<file path="src/rtl/sh_seq_pkg.sv">
package sh_seq_pkg;
  parameter int unsigned CNT_W   = 16;
  parameter int unsigned RATIO_W = 3;
  typedef logic [CNT_W-1:0] cnt_t;
endpackage

</file>
<file path="src/rtl/sh_prescaler.sv">
module sh_prescaler #(
  parameter int unsigned RATIO_W = sh_seq_pkg::RATIO_W
) (
  input  logic               clk,
  input  logic               rst_n,
  input  logic               run_i,
  input  logic [RATIO_W-1:0] ratio_i,
  output logic               tick_o
);
  localparam int unsigned DIV_W = (1 << RATIO_W) - 1;

  logic [DIV_W-1:0] div_q;
  logic [DIV_W-1:0] limit;

  // terminal value is 2^ratio - 1; wraps to all ones for the top ratio
  assign limit  = (DIV_W'(1) << ratio_i) - DIV_W'(1);
  assign tick_o = run_i && (div_q >= limit);

  always_ff @(posedge clk or negedge rst_n) begin
    if (!rst_n)          div_q <= '0;
    else if (!run_i)     div_q <= '0;
    else if (tick_o)     div_q <= '0;
    else                 div_q <= div_q + DIV_W'(1);
  end
endmodule

</file>
<file path="src/rtl/sh_cfg_latch.sv">
module sh_cfg_latch #(
  parameter int unsigned CNT_W = sh_seq_pkg::CNT_W
) (
  input  logic             clk,
  input  logic             rst_n,
  input  logic             load_i,
  input  logic [CNT_W-1:0] total_i,
  input  logic [CNT_W-1:0] hold_i,
  output logic [CNT_W-1:0] total_q,
  output logic [CNT_W-1:0] hold_q,
  output logic [CNT_W-1:0] samp_len_o,
  output logic             illegal_o
);
  always_ff @(posedge clk or negedge rst_n) begin
    if (!rst_n) begin
      total_q <= '0;
      hold_q  <= '0;
    end else if (load_i) begin
      total_q <= total_i;
      hold_q  <= hold_i;
    end
  end

  assign illegal_o  = (total_q == '0) || (total_q <= hold_q);
  assign samp_len_o = total_q - hold_q;
endmodule

</file>
<file path="src/rtl/sh_frame_ctr.sv">
module sh_frame_ctr #(
  parameter int unsigned CNT_W = sh_seq_pkg::CNT_W
) (
  input  logic             clk,
  input  logic             rst_n,
  input  logic             run_i,
  input  logic             tick_i,
  input  logic             illegal_i,
  input  logic [CNT_W-1:0] total_i,
  input  logic [CNT_W-1:0] samp_len_i,
  output logic [CNT_W-1:0] pos_o,
  output logic             frame_end_o,
  output logic             sample_o,
  output logic             hold_o
);
  logic [CNT_W-1:0] pos_q;
  logic             live;

  assign live        = run_i && !illegal_i;
  assign frame_end_o = live && tick_i && (pos_q == total_i - CNT_W'(1));

  always_ff @(posedge clk or negedge rst_n) begin
    if (!rst_n)            pos_q <= '0;
    else if (!live)        pos_q <= '0;
    else if (frame_end_o)  pos_q <= '0;
    else if (tick_i)       pos_q <= pos_q + CNT_W'(1);
  end

  assign sample_o = run_i && (illegal_i || (pos_q < samp_len_i));
  assign hold_o   = live && (pos_q >= samp_len_i);
  assign pos_o    = pos_q;
endmodule

</file>
<file path="src/rtl/sh_phase_seq.sv">
module sh_phase_seq #(
  parameter int unsigned CNT_W   = sh_seq_pkg::CNT_W,
  parameter int unsigned RATIO_W = sh_seq_pkg::RATIO_W
) (
  input  logic               clk,
  input  logic               rst_n,
  input  logic               mod_en_i,
  input  logic               sh_mode_i,
  input  logic [CNT_W-1:0]   total_i,
  input  logic [CNT_W-1:0]   hold_i,
  input  logic [RATIO_W-1:0] ratio_i,
  output logic               sample_o,
  output logic               hold_o,
  output logic               cfg_err_o
);
  logic             run;
  logic             tick;
  logic             illegal;
  logic             frame_end;
  logic             load;
  logic [CNT_W-1:0] tot_q;
  logic [CNT_W-1:0] hld_q;
  logic [CNT_W-1:0] samp_len;
  logic [CNT_W-1:0] pos_q;

  assign run  = mod_en_i && sh_mode_i;
  // counts are refreshed while idle, while illegal, and at frame end
  assign load = !run || illegal || frame_end;

  sh_prescaler #(.RATIO_W(RATIO_W)) u_div (
    .clk     (clk),
    .rst_n   (rst_n),
    .run_i   (run),
    .ratio_i (ratio_i),
    .tick_o  (tick)
  );

  sh_cfg_latch #(.CNT_W(CNT_W)) u_cfg (
    .clk        (clk),
    .rst_n      (rst_n),
    .load_i     (load),
    .total_i    (total_i),
    .hold_i     (hold_i),
    .total_q    (tot_q),
    .hold_q     (hld_q),
    .samp_len_o (samp_len),
    .illegal_o  (illegal)
  );

  sh_frame_ctr #(.CNT_W(CNT_W)) u_frm (
    .clk         (clk),
    .rst_n       (rst_n),
    .run_i       (run),
    .tick_i      (tick),
    .illegal_i   (illegal),
    .total_i     (tot_q),
    .samp_len_i  (samp_len),
    .pos_o       (pos_q),
    .frame_end_o (frame_end),
    .sample_o    (sample_o),
    .hold_o      (hold_o)
  );

  assign cfg_err_o = run && illegal;
endmodule

</file>
<file path="config.mk">
export PLATFORM = sky130hd
export DESIGN_NAME = sh_phase_seq
export DESIGN_NICKNAME = d
export VERILOG_FILES = /design/src/rtl/sh_seq_pkg.sv /design/src/rtl/sh_prescaler.sv /design/src/rtl/sh_cfg_latch.sv /design/src/rtl/sh_frame_ctr.sv /design/src/rtl/sh_phase_seq.sv
export SDC_FILE = /design/constraint.sdc
export NUM_CORES = 1
export LEC_CHECK = 0
export BUFFER_PORTS_ARGS = -buffer_cell sky130_fd_sc_hd__buf_4
export CAP_MARGIN = 10
export CORE_MARGIN = 4
export CORE_UTILIZATION = 40
export DETAILED_ROUTE_END_ITERATION = 16
export SYNTH_ARGS = -nofsm -noshare
export SYNTH_HDL_FRONTEND = slang
export SYNTH_HIERARCHICAL = 1
export SYNTH_SLANG_ARGS = --single-unit
export TNS_END_PERCENT = 100
</file>
<file path="constraint.sdc">
create_clock -name clk -period 8.7 [get_ports clk]
set_input_delay 0.87 -clock clk [delete_from_list [all_inputs] [get_ports clk]]
set_output_delay 0.87 -clock clk [all_outputs]
set_load 0.005 [all_outputs]
</file>
* After elaboration in Yosys (flattened, before gate mapping)
Index checks and enable logic that the tools add are counted.
** Word-level totals
- Bits of input ports :: 39
- Register bits :: 55
- Output and inout port bits :: 3
- Word-level logic and storage cells :: 36
** Cells by class
- Reduce and logical (&&, ||, !) cells :: 15
- Mux-type cells :: 5
- $add $sub $neg :: 5
- $lt $le $gt $ge :: 4
- Eq/ne operators :: 2
- Shift-type cells :: 1
** Operators by type and width (number)
- $mux W16 :: 3
- $add A16 B1 Y16 const B :: 1
- $eq A16 B16 Y1 :: 1
- $ge A16 B16 Y1 :: 1
- $le A16 B16 Y1 :: 1
- $logic_not A16 Y1 :: 1
- $lt A16 B16 Y1 :: 1
- $sub A16 B1 Y16 const B :: 1
- $sub A16 B16 Y16 :: 1
- $mux W7 :: 2
- $logic_and A1 B1 Y1 :: 8
- $add A7 B1 Y7 const B :: 1
- $ge A7 B7 Y1 :: 1
- $shl A1 B3 Y7 const A :: 1
- $sub A7 B2 Y7 const B :: 1
- $logic_or A1 B1 Y1 :: 4
- $ne A3 B2 Y1 const B :: 1
- $logic_not A1 Y1 :: 2

* Logic depth before layout (Yosys ltp)
Gate-level depths: netlist of the first run.
- Depth in word-level cells :: 8
- Gate-level depth with buffers :: 17
- Mapped depth without buffers :: 17

* Modules after synthesis
Netlist of the first run, hierarchy kept.
** By module, submodules not included
- sh_cfg_latch :: instances 1, area an instance 2053.2 um^2, sequential area each 800.8 um^2, cells each 225
- sh_frame_ctr :: instances 1, area an instance 1883.1 um^2, sequential area each 400.4 um^2, cells each 241
- sh_prescaler :: instances 1, area an instance 521.8 um^2, sequential area each 175.2 um^2, cells each 51
- sh_phase_seq :: instances 1, area an instance 25.0 um^2, sequential area each 0.0 um^2, cells each 3

* Worst setup path before layout of the first run
No wires, ideal clock.
- Path type :: flip-flop to output port
- Start point :: reg u_cfg.total_q[0]
- End point :: out sample_o
- Cell stages (with the launch flop) :: 18
- Buffers on the path :: 0
- Data arrival time :: 2.983 ns
- Slack :: 4.847 ns
- Cells stage by stage :: dfrtp_1 inv_1 ha_1 fa_1 nand2b_1 a21oi_1 o21ai_1 o21ai_0 xor2_1 inv_1 ha_1 nor2b_1 o21ai_0 nand2b_1 a21oi_1 o21ai_0 a21oi_1 o21a_1
** Between the ends
- Longest elaborated chain between the ends :: 4
- Elaborated cells between the ends (all ways) :: 7
- Those cells by class :: add/sub (1); order compare (2); reduce/logical (4)
** Ends and longest elaborated chain
- start: declaration :: RTL line sh_cfg_latch.sv:9 : output logic [CNT_W-1:0] total_q,
- start signal: assignment :: RTL line sh_cfg_latch.sv:19 : total_q <= total_i;
- $sub A16 B16 Y16 :: RTL line sh_cfg_latch.sv:25 : assign samp_len_o = total_q - hold_q;
- net samp_len[10] :: RTL line sh_phase_seq.sv:23 : logic [CNT_W-1:0] samp_len;
- $lt A16 B16 Y1 :: RTL line sh_frame_ctr.sv:29 : assign sample_o = run_i && (illegal_i || (pos_q < samp_len_i));
- $logic_or A1 B1 Y1 :: RTL line sh_frame_ctr.sv:29
- $logic_and A1 B1 Y1 :: RTL line sh_frame_ctr.sv:29
- end: declaration :: RTL line sh_phase_seq.sv:12 : output logic sample_o,
The timed path passes the listed nets, and every way through them passes these cells.

* Final worst setup path of the first run
- Start point :: reg u_cfg.total_q[0]
- End point :: out hold_o
** Between the ends
- Elaborated cells between the ends (all ways) :: 8
- Those cells by class :: add/sub (1); order compare (2); reduce/logical (5)
** RTL lines
- $sub A16 B16 Y16 :: RTL line sh_cfg_latch.sv:25
- net samp_len[10] :: RTL line sh_phase_seq.sv:23
- $ge A16 B16 Y1 :: RTL line sh_frame_ctr.sv:30 : assign hold_o = live && (pos_q >= samp_len_i);
- $logic_and A1 B1 Y1 :: RTL line sh_frame_ctr.sv:30
- end: declaration :: RTL line sh_phase_seq.sv:13 : output logic hold_o,
The timed path passes the listed nets, and every way through them passes these cells.

==> results of run 1 <==
where the power goes:
part	leakage, nW	total, mW	switching, mW	internal, mW
Combinational	1.57	0.278	0.159	0.119
Clock	0.0484	0.151	0.0858	0.0655
Sequential	0.696	0.295	0.0234	0.271
critical path, delay by kind of cell, from the launching register on:
kind	cells	cell delay, ns
compound gates	8	1.39
buf+inv	3	0.28
fa+ha+maj	3	0.92
simple gates	3	0.38
xor+xnor	1	0.17
flops	1	0.45
synthesized netlist by cell type (7+ instances only):
| cell type | number | area (um2) |
|---|---|---|
| xor2_1 | 18 | 158 |
| nand4_1 | 12 | 75.1 |
| o21ai_0 | 35 | 175 |
| nor2_1 | 32 | 120 |
| a21oi_1 | 32 | 160 |
| mux2_2 | 15 | 169 |
| and3_1 | 7 | 43.8 |
| nand2b_1 | 11 | 68.8 |
| nand3_1 | 31 | 155 |
| nor4_1 | 8 | 50.1 |
| nand2_1 | 56 | 210 |
| dfrtp_1 | 55 | 1380 |
| inv_1 | 45 | 169 |
| nor3_1 | 7 | 35.0 |
| xnor2_1 | 21 | 184 |
| ha_1 | 42 | 526 |
| o311ai_1 | 11 | 96.3 |
how the worst max path moves through the flow:
| stage | start | depth (start not counted) | end |
|---|---|---|---|
| after floorplan | u_cfg/total_q[0]$_DFFE_PN0P_ | 17 | sample_o |
| after global placement | u_cfg/total_q[0]$_DFFE_PN0P_ | 18 | hold_o |
| after detailed placement | u_cfg/total_q[0]$_DFFE_PN0P_ | 18 | hold_o |
| after CTS | u_cfg/total_q[0]$_DFFE_PN0P_ | 18 | hold_o |
| after global routing | u_cfg/total_q[6]$_DFFE_PN0P_ | 13 | sample_o |
| final | u_cfg/total_q[0]$_DFFE_PN0P_ | 18 | hold_o |
stage by stage:
step / utilization / cells / worst slack, ns
2_1_floorplan: - / 520 / 4.85
3_5_place_dp: 0.450 / 688 / 4.30
3_3_place_gp: 0.450 / 688 / 4.33
5_1_grt: 0.459 / 696 / 3.61
6_report: 0.459 / 696 / 3.92
4_1_cts: 0.459 / 696 / 3.93
metal layers:
layer	vias to the layer above	share of wire	global-route usage
met1	1815	0.48	0.256
met2	73	0.46	0.282
li1	1925	-	-
met4	0	0.014	0.0428
met5	-	0	0
met3	10	0.039	0.0292
sequential cells by signal (all words and copies together), names as in the netlist:
name / cells
u_div/div_q: 7
u_cfg/hold_q: 16
u_cfg/total_q: 16
u_frm/pos_o: 16
logic make-up (layout without fill, tap and decap cells):
logic type,Yosys count,count (layout),synth area share
and+or+nand+nor,192,192,0.227
AOI/OAI and AO/OA,116,116,0.173
buffers and inverters,59,95,0.0550
DFF,55,55,0.307
adders and majority gates,43,43,0.122
xor gates and xnor gates,39,39,0.0762
muxes,16,16,0.0399
area by class of cell:
class | count | area, um2 | share of cell area
Clock buffer | 7 | 86.3 | 0.0173
Sequential cell | 55 | 1380 | 0.275
Timing Repair Buffer | 42 | 315 | 0.0631
Tap cell | 140 | 175 | 0.0351
Multi-Input combinational cell | 406 | 2870 | 0.574
Inverter | 45 | 169 | 0.0338
Clock inverter | 1 | 8.76 | 0.00175
==> flow_summary.ini, run 1 <==
[outcome]
status = finished clean

[placement]
gp_congestion = 0.868
hpwl_um = 8570
place_area_mm2 = 0.00490
portBuffers = 41

[clock_network]
cts.sinks = 55
cts-root-buf = clkbuf_8
clkTransAtPathRegs_ns = 0.10
clock_latency_ns = 0.31
cts_hold_buf = 0
post_cts_buffers = 0
numCtsBuffers = 5
ctsHtreeMaxLevel = 2
clock_path_buffers = 2
cts_tree = done
postCtsResizedCells = 0

[worst_setup_path]
crit_top_cell = a21oi_1
end_kind = primary output
path_class = register to primary output
cpPeakStageDelay_ns = 0.45
crit_slowest_cell = dfrtp_1
r2r-end = u_cfg/total_q[11]$_DFFE_PN0P_
path_max_fanout = 6
cp-start-kind = register
r2r_cells = 11
reg2reg_from = u_cfg/total_q[7]$_DFFE_PN0P_
reg2reg_slack_ns = 4.79
cp.required_ns = 7.83
path_cells = inv_1 -> ha_1 -> fa_1 -> nand2b_1 -> a21oi_1 -> o21ai_1 -> o21ai_0 -> xor2_1 -> inv_1 -> ha_1 -> nor2b_1 -> o21ai_0 -> nand2b_1 -> a21oi_1 -> o21ai_0 -> a21oi_1 -> a21oi_1 -> buf_4
cp.arrival_ns = 3.91

[sta]
worst_pin_slew_ns = 1.09
fin_setup_tns_ns = 0
period_share = 0.549
relSlewSlack = 0.273
rsz0062_at_grt = no
hold_viol = 0
final_max_slew_viol_count = 0
fmax_ghz = 0.209
clock_skew_ns = 0.00684
setup_viol = 0
fin_crit_ns = 4.78
timing.hold.ws_ns = 0.537

[route]
detail_route.iter0.violations = 171
drt-pass1-iter-count = 4
drc = 0
ant_nets = 0
vias_per_cell = 5.49
wl_per_cell_um = 15.6
drt-total-wl_um = 10800
num_vias = 3823

[yosys]
synth_edf_count = 0
yosysUniqueCellTypes = 60
syn_nets = 602
ys_ff_latch = 55
synth.avg_cell_area_um2 = 8.62
ys_warn_count = 6
synthFlopType = dfrtp_1
syn_inst = 520
ys_seq_area_frac = 0.307
netlist_area_mm2 = 0.00448
async_flop_share = 1.00

[floorplan]
ios = 42
start_util = 0.412
core-area_mm2 = 0.0109
die_x_um = 114
die_h_um = 114
rows = 38
dieArea_mm2 = 0.0130

[pwr]
p_leak_nw = 2.31
p_total_mw = 0.724
irDropWorstVdd_mv = 0.0888
p_per_area_mw_per_mm2 = 145

[finish]
layout_common_cells = nand2_1, dfrtp_1, inv_1
layout_commonest_cell = nand2_1
synthToLayoutAreaGrowth_pct = 11.4
n_fill_cell = 1050
final_area_mm2 = 0.00500
diodes = 0
final_nets = 637
drive_gt1_frac = 0.151

[global_route]
grt_max_degree = 56
antenna_found_initial = 0
grt_pass1_wl_um = 18900
grt_pass1_vias = 3817
gr-usage-all-layers = 0.179
grt.overflow.total = 0

[hold_path]
worstHoldPathCells = 1
hold_end = u_cfg/hold_q[0]$_DFFE_PN0P_
min_from = u_cfg/hold_q[0]$_DFFE_PN0P_
hold_path_class = register to register

[job]
max_cap_violations = 0
No activity file was read; power rests on OpenSTA's default activity.
==> inputs of run 2 (changes only) <==
Settings changed: ABC_AREA from default to 1.
Clock period 8.7 ns to 4.1 ns, I/O delays scaled along.
==> flow_summary.ini, run 2 <==
[route]
detail_route.iter0.violations = 314
num_vias = 4767
ant_nets = 0
drc = 0
drt-total-wl_um = 12800
vias_per_cell = 4.83
drt-pass1-iter-count = 5
wl_per_cell_um = 13.0

[worst_setup_path]
r2r-end = u_cfg/hold_q[8]$_DFFE_PN0P_
end_kind = primary output
cp.arrival_ns = 3.20
reg2reg_slack_ns = 0.80
r2r_cells = 18
cp-start-kind = register
reg2reg_from = u_cfg/total_q[0]$_DFFE_PN0P_
path_class = register to primary output
cp.required_ns = 3.69
path_max_fanout = 4

[global_route]
grt_max_degree = 56
grt_pass1_wl_um = 21800
grt_pass1_vias = 4589
gr-usage-all-layers = 0.184
grt.overflow.total = 0
antenna_found_initial = 0

[clock_network]
cts.sinks = 55
ctsHtreeMaxLevel = 2
clock_path_buffers = 2
cts_tree = done
post_cts_buffers = 0
cts-root-buf = clkbuf_16
cts_hold_buf = 0
clock_latency_ns = 0.31
postCtsResizedCells = 0
numCtsBuffers = 5
clkTransAtPathRegs_ns = 0.08

[finish]
drive_gt1_frac = 0.119
n_fill_cell = 1296
layout_common_cells = nand2_1, inv_1, nor2_1
synthToLayoutAreaGrowth_pct = 13.2
final_nets = 899
layout_commonest_cell = nand2_1
multi_input_area_mm2 = 0.00307
final_util = 0.469
regArea_mm2 = 0.00138
diodes = 0

[yosys]
netlist_top_cells_count = nand2_1, inv_1, nor2_1, dfrtp_1, nand3_1
yosysUniqueCellTypes = 41
syn_nets = 858
async_flop_share = 1.00
yosys-top-cells-area = dfrtp_1, nand2_1, inv_1
netlist_area_mm2 = 0.00505
synth_top_cell_area_share = 0.272
ys_seq_area_frac = 0.272
syn_inst = 776
ys_warn_count = 6
ys_ff_latch = 55
synthFlopType = dfrtp_1
synth_edf_count = 0
synth.most_common_cell = nand2_1
yosysTopAreaCell = dfrtp_1
synth.avg_cell_area_um2 = 6.51

[sta]
hold_viol = 0
relSlewSlack = 0.516
clock_skew_ns = 0.00751
fin_crit_ns = 3.61
fin_setup_tns_ns = 0
fmax_ghz = 0.277
worst_pin_slew_ns = 0.726
rsz0062_at_grt = no
setup_viol = 0
period_share = 0.881
final_max_slew_viol_count = 0

[floorplan]
die_h_um = 120
start_util = 0.414
die_x_um = 120
core-area_mm2 = 0.0122
ios = 42
rows = 40
dieArea_mm2 = 0.0145

[hold_path]
hold_path_class = input pin to asynchronous set/reset pin

[placement]
portBuffers = 41
hpwl_um = 10300
gp_congestion = 0.915

[job]
max_cap_violations = 0

[pwr]
irDropWorstVdd_mv = 0.193
p_per_area_mw_per_mm2 = 325
p_leak_nw = 3.20

[outcome]
status = finished clean
## run 2: kinds of logic (layout without fill, tap and decap cells)
group | Yosys count | in the layout | synth area share
AND/OR/NAND/NOR | 419 | 419 | 0.375
buffers and inverters | 160 | 202 | 0.121
AO/OA/AOI/OAI | 71 | 71 | 0.0740
flip-flops | 55 | 55 | 0.272
adder cells (fa/ha/maj) | 43 | 43 | 0.108
XOR/XNOR | 27 | 27 | 0.0468
multiplexers | 1 | 1 | 0.00223
## run 2: layer usage
layer,track usage,wire length [um],vias to the layer above
li1,-,-,2492
met1,0.255,6250,2186
met2,0.302,5910,82
met3,0.0276,478,7
met4,0.0467,146,0
met5,0,0,-
## run 2: report_power, final
| group | internal [mW] | switching [mW] | leakage [nW] |
|---|---|---|---|
| registers | 0.580 | 0.0458 | 0.697 |
| clock network | 0.291 | 0.213 | 0.0804 |
| logic | 0.268 | 0.460 | 2.43 |
| total | 1.14 | 0.718 | 3.20 |
## run 2: critical path, stage by stage, from the launching register on
cell and delay [ns]:
dfrtp_1 0.39, inv_1 0.08, ha_1 0.22, fa_1 0.41, inv_1 0.09, nand4_1 0.09, nand2_1 0.17, nand2_1 0.09
nand2_1 0.06, nand2_1 0.04, nand2_1 0.06, inv_1 0.04, ha_1 0.29, nand4_1 0.12, nor3_1 0.22, nand2_1 0.10
a21oi_1 0.21, nor2_1 0.07, buf_4 0.13
## run 2: worst max path at each step
stage / start / end / slack (ns) / depth (start not counted)
final: u_cfg/total_q[0]$_DFFE_PN0P_ / sample_o / 0.49 / 18
after floorplan: u_cfg/total_q[0]$_DFFE_PN0P_ / hold_o / 1.31 / 17
after CTS: u_cfg/total_q[0]$_DFFE_PN0P_ / sample_o / 0.45 / 18
after detailed placement: u_cfg/total_q[0]$_DFFE_PN0P_ / u_cfg/hold_q[11]$_DFFE_PN0P_ / 0.78 / 18
after global routing: u_cfg/total_q[0]$_DFFE_PN0P_ / sample_o / 0.21 / 18
after global placement: u_cfg/total_q[0]$_DFFE_PN0P_ / u_cfg/total_q[13]$_DFFE_PN0P_ / 0.84 / 18
## run 2: through the flow
step	instance area (um2)	worst slack (ns)	hold WS, ns	power [mW]	cells
5_1_grt	5720	0.209	0.226	2.02	986
3_5_place_dp	5550	0.780	0.485	1.36	978
4_1_cts	5720	0.454	0.194	1.87	986
6_report	5720	0.488	0.153	1.86	986
2_1_floorplan	5050	1.31	0.114	1.16	776
3_3_place_gp	5550	0.842	0.481	1.34	978
## run 2: final cells by class
type,instances,share of cell area
Inverter,149,0.0977
Clock inverter,3,0.00809
Clock buffer,5,0.0219
Timing Repair Buffer,45,0.0590
Sequential cell,55,0.241
Tap cell,168,0.0367
Multi-Input combinational cell,561,0.536
==> inputs of run 3 (changes only) <==
Settings changed: PLACE_DENSITY from default to 0.56, RECOVER_POWER from default to 100.
Clock period 4.1 ns to 3.44 ns, I/O delays scaled along.
==> flow_summary.ini, run 3 (synthesis gave the netlist of run 2 again) <==
[route]
num_vias = 4883
detail_route.iter0.violations = 238
vias_per_cell = 4.87
drt-total-wl_um = 13400
ant_nets = 0
drt-pass1-iter-count = 5
drc = 0
wl_per_cell_um = 13.3

[outcome]
status = finished clean

[floorplan]
start_util = 0.414
dieArea_mm2 = 0.0145
core-area_mm2 = 0.0122
die_x_um = 120
rows = 40
ios = 42
die_h_um = 120

[finish]
final_cells = 1002
synthToLayoutAreaGrowth_pct = 20.0
layout_common_cells = nand2_1, inv_1, buf_4
diodes = 0
n_fill_cell = 1250
layout_commonest_cell = nand2_1
final_util = 0.496
final_nets = 916
drive_gt1_frac = 0.186

[worst_setup_path]
path_class = register to primary output
end_kind = primary output
cp.required_ns = 3.10
cp-start-kind = register
path_max_fanout = 3
cp.arrival_ns = 2.96

[placement]
placed_cells = 981
place_ws_ns = 0.186
gp_congestion = 0.908
hpwl_um = 10600
portBuffers = 41

[global_route]
grt_max_degree = 56
gr-usage-all-layers = 0.189
antenna_found_initial = 0
grt_pass1_wl_um = 22500
grt_pass1_vias = 4796
grt.overflow.total = 0

[sta]
fmax_ghz = 0.303
period_share = 0.960
fin_crit_ns = 3.30
worst_pin_slew_ns = 1.41
fin_ws_ns = 0.139
final_max_slew_viol_count = 0
clock_skew_ns = 0.00577
relSlewSlack = 0.0594
hold_viol = 0
setup_viol = 0
rsz0062_at_grt = yes

[clock_network]
ctsHtreeMaxLevel = 2
cts-root-buf = clkbuf_16
clkTransAtPathRegs_ns = 0.07
clock_latency_ns = 0.30
clock_path_buffers = 2
cts_tree = done
cts_hold_buf = 0
cts.sinks = 55
numCtsBuffers = 5

[pwr]
p_leak_nw = 3.26
irDropWorstVdd_mv = 0.211
p_per_area_mw_per_mm2 = 375

[job]
max_cap_violations = 0

[hold_path]
hold_path_class = input pin to register
-- run 3: worst paths after layout --
path | slack, ns | from | end | depth (start not counted)
worst max register to register | 0.42 | u_cfg/total_q[0]$_DFFE_PN0P_ | u_cfg/total_q[15]$_DFFE_PN0P_ | 18
min in group asynchronous | 0.37 | rst_n | u_cfg/hold_q[3]$_DFFE_PN0P_ | 1
worst min register to register | 0.48 | u_div/div_q[0]$_DFF_PN0_ | u_div/div_q[0]$_DFF_PN0_ | 1
worst max-delay path | 0.14 | u_cfg/total_q[0]$_DFFE_PN0P_ | sample_o | 18
max in group asynchronous | 2.14 | rst_n | u_cfg/total_q[12]$_DFFE_PN0P_ | 1
worst min-delay path | 0.24 | total_i[2] | u_cfg/total_q[2]$_DFFE_PN0P_ | 3
-- run 3: layer usage --
layer  GRT usage  share of wire  vias up
met1       0.261           0.48     2256
met5           0              0        -
met2       0.309           0.46       82
li1            -              -     2528
met4      0.0475          0.016        0
met3      0.0327          0.039       17
-- run 3: timing repair --
item / 4_1_cts / 5_1_grt
setup endpoints to repair: 2 / 2
pin swaps: 1 / 11
buffers inserted: 0 / 14
gates resized for setup: 4 / 49
-- run 3: final cells by class --
| class | count | area [um2] | area share |
|---|---|---|---|
| flip-flops and latches | 55 | 1390 | 0.230 |
| clock buffers | 5 | 125 | 0.0206 |
| multi-input cells | 561 | 3300 | 0.545 |
| inverters | 149 | 559 | 0.0923 |
| repair buffers | 62 | 459 | 0.0758 |
| well taps | 168 | 210 | 0.0347 |
| clock inverters | 2 | 13.8 | 0.00227 |
-- run 3: per-stage QoR --
step | setup TNS (ns) | hold WS (ns) | instance area, um2 | power, mW
global route | -0.121 | 0.242 | 6060 | 2.47
finish | 0 | 0.244 | 6060 | 2.27
detailed placement | 0 | 0.458 | 5570 | 1.63
CTS | 0 | 0.128 | 5730 | 2.15
global placement | 0 | 0.450 | 5570 | 1.63
floorplan | 0 | 0.0484 | 5050 | 1.38
-- run 3: power by group --
| group | switching [mW] | internal (mW) | leakage [nW] |
|---|---|---|---|
| sequential | 0.0453 | 0.696 | 0.685 |
| clock | 0.237 | 0.266 | 0.0696 |
| combinational | 0.616 | 0.411 | 2.51 |
| total | 0.899 | 1.37 | 3.26 |
-- run 3: worst max-delay path, stage by stage, from the launching register on --
cell and delay [ns]:
dfrtp_1 0.38, inv_2 0.07, ha_4 0.16, fa_2 0.38, inv_2 0.08, nand3_2 0.06
nand3_2 0.10, nand3_2 0.09, nand3_2 0.08, nand2_1 0.05, nand2_1 0.05, inv_1 0.04
ha_1 0.27, nand4_1 0.12, nor3_2 0.26, nand2_1 0.12, a21oi_2 0.16, nor2_1 0.06
buf_4 0.13
